[config.mk]
export PLATFORM = sky130hd
export DESIGN_NAME = sdram_cmd_guard
export DESIGN_NICKNAME = d
export VERILOG_FILES = /design/src/rtl/sdram_guard_pkg.sv /design/src/rtl/sdram_guard_downcnt.sv /design/src/rtl/sdram_guard_bank.sv /design/src/rtl/sdram_guard_global.sv /design/src/rtl/sdram_cmd_guard.sv
export SDC_FILE = /design/constraint.sdc
export NUM_CORES = 1
export LEC_CHECK = 0
export ABC_AREA = 1
export BUFFER_PORTS_ARGS = -buffer_cell sky130_fd_sc_hd__buf_2
export CELL_PAD_IN_SITES_DETAIL_PLACEMENT = 0
export CELL_PAD_IN_SITES_GLOBAL_PLACEMENT = 1
export CORE_UTILIZATION = 45
export CTS_CLUSTER_DIAMETER = 80
export DETAILED_ROUTE_END_ITERATION = 8
export HOLD_SLACK_MARGIN = 0.06
export PLACE_DENSITY = 0.91
export SLEW_MARGIN = 10
export SYNTH_ARGS = -nofsm -noshare
export SYNTH_HDL_FRONTEND = slang
export SYNTH_HIERARCHICAL = 1
export SYNTH_SLANG_ARGS = --single-unit
export TNS_END_PERCENT = 5
[constraint.sdc]
create_clock -name clk -period 8.37 [get_ports clk]
set_clock_uncertainty 0.1 [all_clocks]
set_input_delay 0.837 -clock clk [delete_from_list [all_inputs] [get_ports clk]]
set_output_delay 0.837 -clock clk [all_outputs]
set_load 0.02 [all_outputs]
[src/rtl/sdram_guard_pkg.sv]
package sdram_guard_pkg;

    typedef enum logic [2:0] {
        OP_NOP = 3'd0,
        OP_ACT = 3'd1,
        OP_RD  = 3'd2,
        OP_WR  = 3'd3,
        OP_PRE = 3'd4,
        OP_BST = 3'd5,
        OP_REF = 3'd6,
        OP_SRX = 3'd7
    } guard_op_e;

    typedef enum logic {
        BANK_IDLE = 1'b0,
        BANK_OPEN = 1'b1
    } bank_state_e;

    typedef enum logic {
        G_NORMAL  = 1'b0,
        G_RECOVER = 1'b1
    } glob_state_e;

    // ns limit to clock count, rounded up
    function automatic int ns_to_clk(input int ns, input int period);
        return (ns + period - 1) / period;
    endfunction

    // count register preload: a limit of n clocks holds n-1 after the issuing edge
    function automatic int clk_to_gap(input int n);
        return (n > 0) ? n - 1 : 0;
    endfunction

    function automatic int max_int(input int a, input int b);
        return (a > b) ? a : b;
    endfunction

endpackage

[src/rtl/sdram_guard_downcnt.sv]
module sdram_guard_downcnt #(
    parameter int W = 4
) (
    input  logic         clk,
    input  logic         rst_n,
    input  logic         load,
    input  logic [W-1:0] load_val,
    output logic         zero
);

    logic [W-1:0] cnt;

    always_ff @(posedge clk or negedge rst_n) begin
        if (!rst_n)
            cnt <= '0;
        else if (load)
            cnt <= load_val;
        else if (cnt != '0)
            cnt <= cnt - 1'b1;
    end

    assign zero = (cnt == '0);

    // an expired spacing stays expired until a new command reloads it
    a_r1_saturate_at_zero: assert property (@(posedge clk) disable iff (!rst_n)
        (!load && zero) |=> zero);

endmodule

[src/rtl/sdram_guard_bank.sv]
module sdram_guard_bank
    import sdram_guard_pkg::*;
#(
    parameter int CW      = 4,
    parameter int AW      = 8,
    parameter int RCD_GAP = 1,
    parameter int RAS_GAP = 3,
    parameter int RC_GAP  = 5,
    parameter int RP_GAP  = 1,
    parameter int WR_GAP  = 1,
    parameter int RMAX    = 100
) (
    input  logic clk,
    input  logic rst_n,
    input  logic do_act,
    input  logic do_wr,
    input  logic do_pre,
    output logic is_idle,
    output logic act_ok,
    output logic col_ok,
    output logic pre_ok,
    output logic rp_done,
    output logic overdue
);

    bank_state_e state, state_nxt;
    logic        rcd_z, ras_z, rc_z, rp_z, wr_z;
    logic        closing;
    logic [AW-1:0] age;

    assign closing = do_pre && (state == BANK_OPEN);

    // state register
    always_ff @(posedge clk or negedge rst_n) begin
        if (!rst_n)
            state <= BANK_IDLE;
        else
            state <= state_nxt;
    end

    // transitions: open on ACTIVE, close on PRECHARGE
    always_comb begin
        state_nxt = state;
        unique case (state)
            BANK_IDLE: if (do_act) state_nxt = BANK_OPEN;
            BANK_OPEN: if (do_pre) state_nxt = BANK_IDLE;
        endcase
    end

    // outputs
    always_comb begin
        is_idle = (state == BANK_IDLE);
        act_ok  = (state == BANK_IDLE) && rp_z && rc_z;
        col_ok  = (state == BANK_OPEN) && rcd_z;
        pre_ok  = (state == BANK_OPEN) && ras_z && wr_z;
        rp_done = rp_z;
        overdue = (state == BANK_OPEN) && (age == AW'(RMAX));
    end

    // open-row age, saturating at the overdue limit
    always_ff @(posedge clk or negedge rst_n) begin
        if (!rst_n)
            age <= '0;
        else if (do_act)
            age <= AW'(1);
        else if (state == BANK_IDLE)
            age <= '0;
        else if (age != AW'(RMAX))
            age <= age + 1'b1;
    end

    sdram_guard_downcnt #(.W(CW)) u_rcd (
        .clk(clk), .rst_n(rst_n), .load(do_act), .load_val(CW'(RCD_GAP)), .zero(rcd_z));
    sdram_guard_downcnt #(.W(CW)) u_ras (
        .clk(clk), .rst_n(rst_n), .load(do_act), .load_val(CW'(RAS_GAP)), .zero(ras_z));
    sdram_guard_downcnt #(.W(CW)) u_rc (
        .clk(clk), .rst_n(rst_n), .load(do_act), .load_val(CW'(RC_GAP)), .zero(rc_z));
    sdram_guard_downcnt #(.W(CW)) u_rp (
        .clk(clk), .rst_n(rst_n), .load(closing), .load_val(CW'(RP_GAP)), .zero(rp_z));
    sdram_guard_downcnt #(.W(CW)) u_wr (
        .clk(clk), .rst_n(rst_n), .load(do_wr), .load_val(CW'(WR_GAP)), .zero(wr_z));

    generate
        if (RCD_GAP > 0) begin : g_rcd_chk
            // a column command cannot follow its ACTIVE on the next cycle
            a_r3_rcd_after_act: assert property (@(posedge clk) disable iff (!rst_n)
                do_act |=> !col_ok);
        end
        if (RAS_GAP > 0) begin : g_ras_chk
            // precharge is withheld right after the row opens
            a_r4_ras_after_act: assert property (@(posedge clk) disable iff (!rst_n)
                do_act |=> !pre_ok);
        end
    endgenerate

    // closing a row removes its overdue warning
    a_r10_close_clears: assert property (@(posedge clk) disable iff (!rst_n)
        closing |=> !overdue);

endmodule

[src/rtl/sdram_guard_global.sv]
module sdram_guard_global
    import sdram_guard_pkg::*;
#(
    parameter int CW      = 4,
    parameter int RRD_GAP = 1,
    parameter int COL_GAP = 0,
    parameter int BST_GAP = 0,
    parameter int RFC_GAP = 5
) (
    input  logic clk,
    input  logic rst_n,
    input  logic acc_act,
    input  logic acc_wr,
    input  logic acc_refresh,
    output logic rrd_ok,
    output logic col_ok,
    output logic bst_ok,
    output logic g_ok
);

    glob_state_e   state, state_nxt;
    logic [CW-1:0] rfc_cnt;

    always_ff @(posedge clk or negedge rst_n) begin
        if (!rst_n)
            rfc_cnt <= '0;
        else if (acc_refresh)
            rfc_cnt <= CW'(RFC_GAP);
        else if (rfc_cnt != '0)
            rfc_cnt <= rfc_cnt - 1'b1;
    end

    // state register
    always_ff @(posedge clk or negedge rst_n) begin
        if (!rst_n)
            state <= G_NORMAL;
        else
            state <= state_nxt;
    end

    // transitions: enter recovery on refresh, leave when the count runs out
    always_comb begin
        state_nxt = state;
        unique case (state)
            G_NORMAL:  if (acc_refresh && (RFC_GAP != 0)) state_nxt = G_RECOVER;
            G_RECOVER: if (rfc_cnt <= CW'(1))             state_nxt = G_NORMAL;
        endcase
    end

    // outputs
    always_comb begin
        g_ok = (state == G_NORMAL);
    end

    sdram_guard_downcnt #(.W(CW)) u_rrd (
        .clk(clk), .rst_n(rst_n), .load(acc_act), .load_val(CW'(RRD_GAP)), .zero(rrd_ok));
    sdram_guard_downcnt #(.W(CW)) u_col (
        .clk(clk), .rst_n(rst_n), .load(acc_wr), .load_val(CW'(COL_GAP)), .zero(col_ok));
    sdram_guard_downcnt #(.W(CW)) u_bst (
        .clk(clk), .rst_n(rst_n), .load(acc_wr), .load_val(CW'(BST_GAP)), .zero(bst_ok));

    // recovery state never outlives its counter
    a_r8_recover_has_count: assert property (@(posedge clk) disable iff (!rst_n)
        (state == G_RECOVER) |-> (rfc_cnt != '0));

    generate
        if (RFC_GAP > 0) begin : g_rfc_chk
            // an accepted refresh holds off commands on the next cycle
            a_r8_refresh_blocks: assert property (@(posedge clk) disable iff (!rst_n)
                acc_refresh |=> !g_ok);
        end
    endgenerate

endmodule

[src/rtl/sdram_cmd_guard.sv]
module sdram_cmd_guard
    import sdram_guard_pkg::*;
#(
    parameter int NUM_BANKS    = 4,
    parameter int CLK_NS       = 10,
    parameter int BURST_LEN    = 1,
    parameter int T_RRD_NS     = 12,
    parameter int T_RCD_NS     = 18,
    parameter int T_RP_NS      = 18,
    parameter int T_RAS_NS     = 40,
    parameter int T_RC_NS      = 60,
    parameter int T_RFC_NS     = 60,
    parameter int T_RAS_MAX_NS = 100000,
    parameter int CDL_CLK      = 1,
    parameter int RDL_CLK      = 2,
    parameter int BDL_CLK      = 1,
    localparam int BW          = (NUM_BANKS > 1) ? $clog2(NUM_BANKS) : 1
) (
    input  logic          clk,
    input  logic          rst_n,
    input  logic          cmd_valid,
    input  logic [2:0]    cmd_op,
    input  logic [BW-1:0] cmd_bank,
    output logic [7:0]    cmd_ready,
    output logic          violation,
    output logic          row_overdue
);

    localparam int RRD_C  = ns_to_clk(T_RRD_NS, CLK_NS);
    localparam int RCD_C  = ns_to_clk(T_RCD_NS, CLK_NS);
    localparam int RP_C   = ns_to_clk(T_RP_NS, CLK_NS);
    localparam int RAS_C  = ns_to_clk(T_RAS_NS, CLK_NS);
    localparam int RC_C   = max_int(ns_to_clk(T_RC_NS, CLK_NS), RAS_C + RP_C);
    localparam int RFC_C  = ns_to_clk(T_RFC_NS, CLK_NS);
    localparam int RMAX_C = max_int(ns_to_clk(T_RAS_MAX_NS, CLK_NS), 1);
    localparam int COL_C  = BURST_LEN - 1 + CDL_CLK;
    localparam int BST_C  = BURST_LEN - 1 + BDL_CLK;
    localparam int WRP_C  = BURST_LEN - 1 + RDL_CLK;

    localparam int MAX_GAP = max_int(max_int(max_int(RRD_C, RCD_C), max_int(RP_C, RAS_C)),
                                     max_int(max_int(RC_C, RFC_C),
                                             max_int(COL_C, max_int(BST_C, WRP_C))));
    localparam int CW = $clog2(MAX_GAP + 2);
    localparam int AW = $clog2(RMAX_C + 1);

    guard_op_e op;
    logic [7:0] rdy;
    logic       accepted;

    logic [NUM_BANKS-1:0] do_act, do_wr, do_pre;
    logic [NUM_BANKS-1:0] b_idle, b_act_ok, b_col_ok, b_pre_ok, b_rp_done, b_overdue;
    logic rrd_ok, gcol_ok, bst_ok, g_ok;
    logic all_idle, all_rp;

    assign op       = guard_op_e'(cmd_op);
    assign accepted = cmd_valid && rdy[cmd_op];
    assign all_idle = &b_idle;
    assign all_rp   = &b_rp_done;

    generate
        for (genvar i = 0; i < NUM_BANKS; i++) begin : g_bank
            assign do_act[i] = accepted && (op == OP_ACT) && (cmd_bank == BW'(i));
            assign do_wr[i]  = accepted && (op == OP_WR)  && (cmd_bank == BW'(i));
            assign do_pre[i] = accepted && (op == OP_PRE) && (cmd_bank == BW'(i));

            sdram_guard_bank #(
                .CW(CW), .AW(AW),
                .RCD_GAP(clk_to_gap(RCD_C)), .RAS_GAP(clk_to_gap(RAS_C)),
                .RC_GAP(clk_to_gap(RC_C)),   .RP_GAP(clk_to_gap(RP_C)),
                .WR_GAP(clk_to_gap(WRP_C)),  .RMAX(RMAX_C)
            ) u_bank (
                .clk(clk), .rst_n(rst_n),
                .do_act(do_act[i]), .do_wr(do_wr[i]), .do_pre(do_pre[i]),
                .is_idle(b_idle[i]), .act_ok(b_act_ok[i]), .col_ok(b_col_ok[i]),
                .pre_ok(b_pre_ok[i]), .rp_done(b_rp_done[i]), .overdue(b_overdue[i])
            );
        end
    endgenerate

    sdram_guard_global #(
        .CW(CW),
        .RRD_GAP(clk_to_gap(RRD_C)), .COL_GAP(clk_to_gap(COL_C)),
        .BST_GAP(clk_to_gap(BST_C)), .RFC_GAP(clk_to_gap(RFC_C))
    ) u_global (
        .clk(clk), .rst_n(rst_n),
        .acc_act(accepted && (op == OP_ACT)),
        .acc_wr(accepted && (op == OP_WR)),
        .acc_refresh(accepted && ((op == OP_REF) || (op == OP_SRX))),
        .rrd_ok(rrd_ok), .col_ok(gcol_ok), .bst_ok(bst_ok), .g_ok(g_ok)
    );

    always_comb begin
        rdy                = '0;
        rdy[int'(OP_NOP)]  = 1'b1;
        rdy[int'(OP_ACT)]  = g_ok && b_act_ok[cmd_bank] && rrd_ok;
        rdy[int'(OP_RD)]   = g_ok && b_col_ok[cmd_bank] && gcol_ok;
        rdy[int'(OP_WR)]   = g_ok && b_col_ok[cmd_bank] && gcol_ok;
        rdy[int'(OP_PRE)]  = g_ok && (b_idle[cmd_bank] || b_pre_ok[cmd_bank]);
        rdy[int'(OP_BST)]  = g_ok && bst_ok;
        rdy[int'(OP_REF)]  = g_ok && all_idle && all_rp;
        rdy[int'(OP_SRX)]  = g_ok && all_idle;
    end

    always_ff @(posedge clk or negedge rst_n) begin
        if (!rst_n)
            violation <= 1'b0;
        else if (cmd_valid && !rdy[cmd_op])
            violation <= 1'b1;
    end

    assign cmd_ready   = rdy;
    assign row_overdue = |b_overdue;

    // the violation flag never drops without reset
    a_r9_violation_sticky: assert property (@(posedge clk) disable iff (!rst_n)
        violation |=> violation);

endmodule

Word level (Yosys, flattened, before mapping)
Index checks and enable logic that the tools add are counted.
- output and inout bits: 10
- logic and storage cells: 307
- register bits: 134
- input bits: 8
- multiplexer cells: 85
- eq/ne operators: 20
- reduce and logical (&&, ||, !) cells: 132
- add/subtract/negate cells: 28
- bitwise operators: 5
- $lt $le $gt $ge: 3
- operators by type and width (kind ; number):
    $mux W14 ; 12
    $mux W3 ; 48
    $reduce_bool A3 Y1 ; 24
    $sub A3 B1 Y3 const B ; 24
    $logic_not A3 Y1 ; 23
    $add A14 B1 Y14 const B ; 4
    $eq A14 B14 Y1 const B ; 4
    $ne A14 B14 Y1 const B ; 4
    $logic_and A1 B1 Y1 ; 54
    $reduce_bool A2 Y1 ; 24
    $mux W1 ; 15
    $ne A3 B2 Y1 const B ; 4
    $pmux W1 S2 ; 5
    $eq A3 B3 Y1 const B ; 3
    $bmux W1 S2 ; 4
    $reduce_and A4 Y1 ; 2
    $not A1 Y1 ; 5
    $eq A2 B2 Y1 const B ; 2
    $lt A3 B4 Y1 const B ; 1
    $reduce_or A4 Y1 ; 1
    $bmux W1 S3 ; 1
    $eq A3 B1 Y1 const B ; 1
    $eq A3 B2 Y1 const B ; 1
    $le A3 B1 Y1 const B ; 1
    other kinds (5) ; 6

Depth between registers and ports, before layout
Gate-level depths: netlist of run 1.
- depth after elaboration: 14
- mapped depth: 23
- gate-level depth less buffers: 23

Cells and area by module
Netlist of run 1, hierarchy kept.
- modules (own cells, without submodules) (module ; seq. area each (µm²) ; cells each ; area each (µm²) ; instances):
    sdram_guard_downcnt ; 75.1 ; 32 ; 207.7 ; 23
    sdram_guard_bank ; 375.4 ; 143 ; 964.7 ; 4
    sdram_cmd_guard ; 25.0 ; 98 ; 485.5 ; 1
    sdram_guard_global ; 100.1 ; 31 ; 240.2 ; 1

Worst setup path before layout of run 1
No wires, ideal clock.
- path type: in2reg
- start point: input port cmd_bank[1]
- end point: register g_bank[0].u_bank.age[6]
- cell stages on the path: 18
- library setup time: 0.113 ns
- data required time: 8.157 ns
- data arrival time: 2.992 ns
- path buffers: 0
- setup slack: 5.165 ns
- cells stage by stage: inv_1 nand2_2 nor2_1 nor2_1 nand2_1 nand3_1 nand2_1 inv_2 nand2_4 nand3_4 nor2_1 inv_2 nand2_1 inv_2 o21ai_0 nand2_1 nand2_1 inv_1
- word-level cells in the longest chain between the ends: 10
- elaborated cells between the ends (all ways): 22
- classes of those cells: 1 x eq/ne; 11 x mux; 10 x reduce/logical
- ends and longest elaborated chain (element ; RTL line ; text):
    from (decl) ; sdram_cmd_guard.sv:23 ; input logic [BW-1:0] cmd_bank,
    $bmux W1 S2 (on tied branches) ; n/a ;
    $mux W1 (on tied branches) ; n/a ;
    $logic_and A1 B1 Y1, or another cell as far along ; sdram_cmd_guard.sv:95 ; rdy[int'(OP_ACT)] = g_ok && b_act_ok[cmd_bank] && rrd_ok;
    $logic_and A1 B1 Y1 (on tied branches) ; n/a ;
    $bmux W1 S3 ; sdram_cmd_guard.sv:56 ; assign accepted = cmd_valid && rdy[cmd_op];
    $mux W1 (not written as such) ; sdram_cmd_guard.sv:56 ;
    $logic_and A1 B1 Y1 ; sdram_cmd_guard.sv:56 ;
    $logic_and A1 B1 Y1 ; sdram_cmd_guard.sv:62 ; assign do_act[i] = accepted && (op == OP_ACT) && (cmd_bank == BW'(i));
    $logic_and A1 B1 Y1 (*) ; sdram_cmd_guard.sv:62 ;
    net do_act[0] ; sdram_cmd_guard.sv:50 ; logic [NUM_BANKS-1:0] do_act, do_wr, do_pre;
    $ne A3 B2 Y1 (no line) / $mux W14 (equally long branches) ; n/a ;
    to (signal assigned) ; sdram_guard_bank.sv:69 ; age <= age + 1'b1;
    to (decl) ; sdram_guard_bank.sv:29 ; logic [AW-1:0] age;
Mark *: on every way through the listed nets, which the timed path passes. The rest lies on a longest branch. The select of a mux whose other input is x is not followed.
A chain may end at the register's enable or synchronous reset.

Worst setup path in the final report of run 1
- start point: register g_bank[3].u_bank.u_rp.cnt[0]
- end point: register g_bank[1].u_bank.age[6]
- word-level cells in the longest chain between the ends: 13
- elaborated cells between the ends (all ways): 16
- classes of those cells: 1 x eq/ne; 5 x mux; 10 x reduce/logical
- ends and longest elaborated chain (element ; RTL line ; text):
    from (decl) ; sdram_guard_downcnt.sv:11 ; logic [W-1:0] cnt;
    from (signal assigned) ; sdram_guard_downcnt.sv:17 ; cnt <= load_val;
    from (signal assigned) ; sdram_guard_downcnt.sv:19 ; cnt <= cnt - 1'b1;
    $logic_not A3 Y1 (*) ; sdram_guard_downcnt.sv:22 ; assign zero = (cnt == '0);
    net b_rp_done[3] ; sdram_cmd_guard.sv:51 ; logic [NUM_BANKS-1:0] b_idle, b_act_ok, b_col_ok, b_pre_ok, b_rp_done, b_overdue;
    $logic_and A1 B1 Y1 (*) (2 in series) ; sdram_guard_bank.sv:53 ; act_ok = (state == BANK_IDLE) && rp_z && rc_z;
    net b_act_ok[3] ; sdram_cmd_guard.sv:51 ;
    $bmux W1 S2 (*) ; sdram_cmd_guard.sv:95 ;
    $mux W1 (not written as such) (*) ; sdram_cmd_guard.sv:95 ;
    $logic_and A1 B1 Y1 (*) (2 in series) ; sdram_cmd_guard.sv:95 ;
    $bmux W1 S3 (*) ; sdram_cmd_guard.sv:56 ;
    $mux W1 (not written as such) (*) ; sdram_cmd_guard.sv:56 ;
    $logic_and A1 B1 Y1 (*) ; sdram_cmd_guard.sv:56 ;
    $logic_and A1 B1 Y1 (*) (2 in series) ; sdram_cmd_guard.sv:62 ;
    net do_act[1] ; sdram_cmd_guard.sv:50 ;
    $ne A3 B2 Y1 (no line) / $mux W14 (equally long branches) ; n/a ;
    to (signal assigned) ; sdram_guard_bank.sv:69 ;
    to (decl) ; sdram_guard_bank.sv:29 ;
Marked as above.

==> results of run 1 <==
[power groups by stage]
| stage | clock network [mW] | registers (mW) | logic, mW |
|---|---|---|---|
| after global routing | 0.816 | 1.17 | 1.73 |
| after floorplan | 0 | 1.09 | 1.19 |
| after CTS | 0.790 | 1.13 | 1.46 |
| after global placement | 0 | 1.14 | 1.41 |
| final | 0.772 | 1.13 | 1.44 |
| after detailed placement | 0 | 1.14 | 1.45 |
[synth_stat cells]
| cell type | n |
|---|---|
| dfrtp_1 | 134 |
| o21bai_2 | 1 |
| o21ai_0 | 58 |
| ha_1 | 57 |
| nand2_1 | 560 |
| inv_1 | 219 |
| inv_2 | 34 |
| nor3_1 | 9 |
| nand3_4 | 3 |
| o211ai_1 | 1 |
| a21boi_0 | 1 |
| xor2_1 | 4 |
| nand3_2 | 5 |
| nor3_4 | 4 |
| nor2_2 | 36 |
| nand4_1 | 25 |
| or4_1 | 1 |
| conb_1 | 11 |
| buf_4 | 6 |
| a21oi_1 | 47 |
| and2_4 | 4 |
| nor2_1 | 139 |
| nand2_4 | 1 |
| nand3_1 | 65 |
| and3_1 | 4 |
| nand2_2 | 8 |
[routing by layer]
layer	share of wire [%]	up-vias	GRT usage [%]
met2	46	79	32.2
met4	0.76	0	5.05
li1	-	4479	-
met3	2.9	14	3.62
met5	0	-	0
met1	51	3676	25.4
[layout make-up]
type / count / area [um^2] / share of cell area (%)
inverter: 253 / 950 / 8.96
clock inverter: 12 / 153 / 1.44
clock buffer: 20 / 447 / 4.21
timing repair buffer: 20 / 116 / 1.10
sequential: 134 / 3350 / 31.6
multi-input combinational: 1103 / 5250 / 49.5
tap: 270 / 338 / 3.19
[state kept, by name, summed over array words and instances, names as in the netlist]
signal	flops
g_bank.u_bank/u_rp/cnt	12
g_bank.u_bank/u_ras/cnt	12
u_global/rfc_cnt	3
violation	1
g_bank.u_bank/state	4
u_global/u_rrd/cnt	3
g_bank.u_bank/u_rc/cnt	12
g_bank.u_bank/age	56
u_global/state	1
g_bank.u_bank/u_wr/cnt	12
u_global/u_bst/cnt	3
g_bank.u_bank/u_rcd/cnt	12
u_global/u_col/cnt	3
[through the flow]
step	hold slack [ns]	power [mW]	worst slack, ns
after floorplan	0.349	2.28	5.17
after global placement	0.362	2.55	4.84
after detailed placement	0.365	2.59	4.78
after CTS	0.381	3.38	4.82
after global routing	0.393	3.72	4.35
final	0.379	3.35	4.86
[worst max-delay path, stage by stage, from the launching register on]
cell     delay [ns]
dfrtp_1        0.39
inv_1          0.09
ha_1           0.19
inv_1          0.06
nor2_2         0.15
nand2_1        0.07
nor2_1         0.11
nand2_1        0.07
nand2_1        0.06
nand2_1        0.04
nand2_1        0.07
nand2_1        0.07
nand2_1        0.10
nand3_4        0.08
nand2_4        0.12
nand3_4        0.12
nor2_2         0.80
inv_2          0.15
nand2_1        0.14
inv_2          0.09
o21ai_0        0.12
nand2_1        0.08
nand2_1        0.07
inv_1          0.03
[cells by family after synthesis]
family / after synthesis
adder cells (fa/ha/maj): 57
XOR/XNOR: 4
flip-flops: 134
other: 11
AND/OR/NAND/NOR: 864
buffers and inverters: 259
AO/OA/AOI/OAI: 108
[final timing paths]
check	startpoint	endpoint	slack (ns)	cells past startpoint
setup / recovery	g_bank[3].u_bank/u_rp/cnt[0]	g_bank[1].u_bank/age[6]	4.86	23
setup reg to reg	g_bank[3].u_bank/u_rp/cnt[0]	g_bank[1].u_bank/age[6]	4.86	23
max in group asynchronous	rst_n	g_bank[1].u_bank/u_rp/cnt[1]	6.62	2
hold / removal	g_bank[1].u_bank/u_rc/cnt[1]	g_bank[1].u_bank/u_rc/cnt[1]	0.38	2
hold reg to reg	g_bank[1].u_bank/u_rc/cnt[1]	g_bank[1].u_bank/u_rc/cnt[1]	0.38	2
min in group asynchronous	rst_n	g_bank[0].u_bank/age[7]	0.40	1
==> metrics.log, run 1 <==
INFO  metric worstPathMaxFanout = 29
INFO  metric fillerInstances = 2026
INFO  metric route.detailed.drc = 0
INFO  metric yosys-mux-area-fraction = 0%
INFO  metric final-hold-violation-count = 0
INFO  metric routed_wire_length_per_instance = 10.5 um
INFO  metric final_nets = 1594
INFO  metric count_of_h_tree_levels_built_during_cts = 4
INFO  metric required = 8.58 ns
INFO  metric worst_pin_slew = 1.03 ns
INFO  metric core_area = 20300 um^2
INFO  metric cts.path.max_buffers = 2
INFO  metric fmax = 285 MHz
INFO  metric slew_viol_final = 0
INFO  metric area.growth.synth_to_final = 13.2%
INFO  metric seq_power_share = 33.9%
INFO  metric setup_viol_count_final = 0
INFO  metric swShare = 42.1%
INFO  metric synth_fa_ha_area_share = 7.62%
INFO  metric place_hpwl = 13.9 mm
INFO  metric ir_worst_vdd = 0.182 mV
INFO  metric drt_iter0_markers = 368
INFO  metric layout.cells.most_common_list = nand2_1, inv_1, nor2_1
INFO  metric cts_buffers = 17
INFO  metric postCtsSetupRepairBufs = 0
INFO  metric avgViaCountPerCell = 4.55
INFO  metric clock_sink_count = 134
INFO  metric starting_density_of_the_core = 46.1%
INFO  metric internal_power = 1.94 mW
INFO  metric criticalPathCategory = flip-flop to flip-flop
INFO  metric place_inst = 1780
INFO  metric synth_cell_type_count = 26
INFO  metric status = finished, final reports clean
INFO  metric rows = 52
INFO  metric ioPinCount = 18
INFO  metric utilization = 52.2%
INFO  metric syn_area = 9360 um^2
INFO  metric wirelength = 19.0 mm
INFO  metric rsz0062_at_grt = no
INFO  metric die_h = 146 um
INFO  metric clockPowerShare = 23.0%
INFO  metric crit_path_start_kind = flip-flop
INFO  metric cts.hold.buffers_added = 0
INFO  metric antenna_cells_inserted = 0
INFO  metric grt_util_all_layers = 19.2%
INFO  metric power.net_switching = 1.41 mW
INFO  metric clockRootBuffer = clkbuf_16
INFO  metric clkLatencyLatePin = 0.42 ns
INFO  metric postPlaceCellArea = 10000 um^2
INFO  metric layout-drive-gt1-share = 9.73%
INFO  metric final_antenna_net_count = 0
INFO  metric most_common_cell_after_layout_fill_and_taps_aside = nand2_1
INFO  metric critPathCaptureType = flip-flop
INFO  metric synthDominantAreaCellType = dfrtp_1
INFO  metric synthSimpleGateAreaFrac = 39.2%
INFO  metric maximum_number_of_pins_on_one_net_before_global_route_repair = 93
INFO  metric max_cap_viol_count = 0
INFO  metric power.static_leakage = 5.78 nW
INFO  metric fin_cells = 1812
INFO  metric die-area = 21400 um^2
INFO  metric power.density_cell_area = 316 nW/um^2
INFO  metric detailroute.via_count = 8248
INFO  metric detailedRoute.firstPassIterationCount = 5
INFO  metric synth-seq-cells = 134
INFO  metric synth-seq-area-share = 35.8%
INFO  metric post-synth-top-area-fraction = 35.8%
INFO  metric mean_post_synth_cell_area = 6.51 um^2
INFO  metric dominant_cells_by_area_after_synthesis = dfrtp_1, nand2_1, inv_1, ha_1, nor2_1
INFO  metric cts_tree = yes
INFO  metric design_area = 10600 um^2
INFO  metric gp_congestion = 0.832
INFO  metric worst_hold_path_type = flip-flop to flip-flop
INFO  metric place.port_buffers = 16
INFO  metric complex_gate_fraction_of_the_synthesized_area = 5.89%
INFO  metric synth_top_family_by_area = simple AND/OR/NAND/NOR gates
INFO  metric share_comb_of_total_power = 43.1%
INFO  metric clk_pin_slew = 0.05 ns
INFO  metric grt_overflow = 0
INFO  metric finalCritPeriodShare = 41.9%
INFO  metric critPathArrivalTime = 3.72 ns
INFO  metric first_pass_grt_wire_length = 34.1 mm
INFO  metric yosys_warnings = 6
INFO  metric number_of_global_route_vias_before_repair = 7665
INFO  metric grt_antenna_before_repair = 0
INFO  metric ctsResizeCount = 0
INFO  metric finalCriticalPeriod = 3.51 ns
INFO  metric synth_xor_xnor_area_share = 0.374%
INFO  metric die_w = 146 um
INFO  metric totalNegativeSetupSlack = 0 ns
INFO  metric post_synth_inst_count = 1437
INFO  metric max_slew_margin = 31.1%
(Power assumes the default switching activity.)
==> inputs of run 2 (changes only) <==
--- a/config.mk
+++ b/config.mk
@@ -9,11 +9,11 @@
 export BUFFER_PORTS_ARGS = -buffer_cell sky130_fd_sc_hd__buf_2
 export CELL_PAD_IN_SITES_DETAIL_PLACEMENT = 0
 export CELL_PAD_IN_SITES_GLOBAL_PLACEMENT = 1
-export CORE_UTILIZATION = 45
+export CORE_UTILIZATION = 42
 export CTS_CLUSTER_DIAMETER = 80
 export DETAILED_ROUTE_END_ITERATION = 8
 export HOLD_SLACK_MARGIN = 0.06
-export PLACE_DENSITY = 0.91
+export PLACE_DENSITY = 0.9
 export SLEW_MARGIN = 10
 export SYNTH_ARGS = -nofsm -noshare
 export SYNTH_HDL_FRONTEND = slang
==> constraint.sdc (replaced) <==
create_clock -name clk -period 3.1 [get_ports clk]
set_clock_uncertainty 0.1 [all_clocks]
set_input_delay 0.31 -clock clk [delete_from_list [all_inputs] [get_ports clk]]
set_output_delay 0.31 -clock clk [all_outputs]
set_load 0.02 [all_outputs]
==> run 2 against run 1 <==
Net effect: combinational power grew to 2.7 times the previous value; critical path depth is the same; total power grew to 2.7 times the previous value; first-iteration DRC count grew 3.5%.
==> metrics.log, run 2 (same netlist as run 1, synthesis figures left out) <==
INFO  metric most_common_cell_after_layout_fill_and_taps_aside = nand2_1
INFO  metric drt_iter0_markers = 381
INFO  metric route.detailed.drc = 0
INFO  metric slowest_stage = dfrtp_1
INFO  metric layout-drive-gt1-share = 10.4%
INFO  metric fillerInstances = 2224
INFO  metric required = 3.32 ns
INFO  metric die-area = 22900 um^2
INFO  metric grt_util_all_layers = 18.2%
INFO  metric antenna_cells_inserted = 0
INFO  metric cts_buffers = 17
INFO  metric maximum_number_of_pins_on_one_net_before_global_route_repair = 73
INFO  metric place_inst = 1799
INFO  metric fmax = 357 MHz
INFO  metric power.static_leakage = 5.83 nW
INFO  metric area.growth.synth_to_final = 14.0%
INFO  metric buffers_plus_inverters_on_the_worst_setup_path = 5
INFO  metric layout.cells.most_common_list = nand2_1, inv_1, nor2_1
INFO  metric max_cap_viol_count = 0
INFO  metric count_of_h_tree_levels_built_during_cts = 4
INFO  metric timing.critical_path.cells = inv_1, ha_1, inv_1, nor2_2, nand2_1, nor2_1, nand2_1, nand2_1, nand2_1, nand2_1, nand2_1, nand2_1, nand3_4, nand2_4, nand3_4, nor2_2, inv_2, nand2_1, inv_2, o21ai_0, nand2_1, nand2_1, inv_1
INFO  metric status = finished, final reports clean
INFO  metric setup_viol_count_final = 0
INFO  metric postPlaceCellArea = 10100 um^2
INFO  metric die_w = 151 um
INFO  metric critPathCaptureType = flip-flop
INFO  metric final_nets = 1604
INFO  metric avgViaCountPerCell = 4.51
INFO  metric starting_density_of_the_core = 42.9%
INFO  metric final-hold-violation-count = 0
INFO  metric cpLargestDelayFamily = simple AND/OR/NAND/NOR gates
INFO  metric finalCriticalPeriod = 2.80 ns
INFO  metric slew_viol_final = 0
INFO  metric totalNegativeSetupSlack = 0 ns
INFO  metric wirelength = 19.2 mm
INFO  metric slowest_stage_delay_on_critical_path = 0.39 ns
INFO  metric power.density_cell_area = 841 nW/um^2
INFO  metric criticalPathCategory = flip-flop to flip-flop
INFO  metric design_area = 10700 um^2
INFO  metric critPathArrivalTime = 3.02 ns
INFO  metric fin_cells = 1832
INFO  metric cts.path.max_buffers = 2
INFO  metric routed_wire_length_per_instance = 10.5 um
INFO  metric rows = 54
INFO  metric timing.critical_path.mode_cell = nand2_1
INFO  metric grt_overflow = 0
INFO  metric clk_pin_slew = 0.06 ns
INFO  metric ir_worst_vdd = 0.435 mV
INFO  metric die_h = 151 um
INFO  metric first_pass_grt_wire_length = 33.4 mm
INFO  metric max_slew_margin = 51.4%
INFO  metric finalCritPeriodShare = 90.3%
INFO  metric flip_flop_count_of_the_largest_register_after_layout = 56
INFO  metric whs = 0.129 ns
INFO  metric ioPinCount = 18
INFO  metric detailedRoute.firstPassIterationCount = 5
INFO  metric place.port_buffers = 16
INFO  metric worst_hold_path_type = primary input to flip-flop
INFO  metric grt_antenna_before_repair = 0
INFO  metric cts_tree = yes
INFO  metric place_hpwl = 14.4 mm
INFO  metric largest-register = g_bank.u_bank/age
INFO  metric final_antenna_net_count = 0
INFO  metric detailroute.via_count = 8255
INFO  metric power.total = 8.97 mW
INFO  metric clkLatencyLatePin = 0.42 ns
INFO  metric clock_sink_count = 134
INFO  metric clockRootBuffer = clkbuf_16
INFO  metric worst_pin_slew = 0.729 ns
INFO  metric number_of_global_route_vias_before_repair = 7493
INFO  metric core_area = 21800 um^2
INFO  metric worstPathMaxFanout = 8
INFO  metric gp_congestion = 0.837
INFO  metric crit_path_start_kind = flip-flop
## run 2: changes by cell type in the layout (fill, tap and decap cells not counted), sizes merged
cell,delta
buf,+9
clkinv,+5
clkbuf,-3
clkinvlp,-2
bufinv,-1
dlygate4sd3,+1
inv,+1
## run 2: tightest hold or removal path, delay by kind of cell
kind	cells	cell delay, ns
AO/OA/AOI/OAI	1	0.06
buffers and inverters	2	0.24
## run 2: report_power, final
group	leakage [nW]	switching [mW]	total, mW	internal, mW
clock	0.285	0.815	2.00	1.19
combinational	3.87	2.41	3.91	1.50
sequential	1.68	0.602	3.06	2.46
total	5.83	3.82	8.97	5.15
## run 2: per-stage QoR
| stage | setup WS (ns) | util [%] |
|---|---|---|
| after detailed placement | 0.305 | 46.2 |
| after global routing | -0.00491 | 48.9 |
| after floorplan | -0.0521 | - |
| final | 0.300 | 48.9 |
| after CTS | 0.293 | 48.9 |
| after global placement | 0.381 | 46.2 |
## run 2: layout make-up
cell class              instances  area, um^2  share of cell area, %
clock buffers                  17         425                   3.98
clock inverters                15         155                   1.45
inverters                     253         950                   8.89
multi-input cells            1103        5250                   49.1
flip-flops and latches        134        3350                   31.4
well taps                     280         350                   3.28
repair buffers                 30         198                   1.85
## run 2: worst paths after layout
check | startpoint | to | slack, ns | depth (start not counted)
min in group asynchronous | rst_n | g_bank[0].u_bank/age[7] | 0.38 | 2
min | cmd_valid | violation | 0.13 | 3
max | g_bank[3].u_bank/u_rp/cnt[0] | g_bank[0].u_bank/age[6] | 0.30 | 23
max reg2reg | g_bank[3].u_bank/u_rp/cnt[0] | g_bank[0].u_bank/age[6] | 0.30 | 23
min reg2reg | g_bank[2].u_bank/u_rp/cnt[1] | g_bank[2].u_bank/u_rp/cnt[1] | 0.38 | 2
max in group asynchronous | rst_n | g_bank[1].u_bank/age[4] | 1.62 | 3
## run 2: metal layers
layer  vias to the layer above  global-route usage [%]  wire length [um]
li1                       4519                       -                 -
met1                      3644                    24.4              9660
met4                         0                    4.05               149
met5                         -                       0                 0
met2                        78                    29.7              8740
met3                        14                    3.98               615
## run 2: what timing repair did
action,CTS,global route
hold buffers,1,0
endpoints found under the hold margin,69,0
setup buffers,0,0
setup endpoints to repair,0,1
resized for setup,0,1
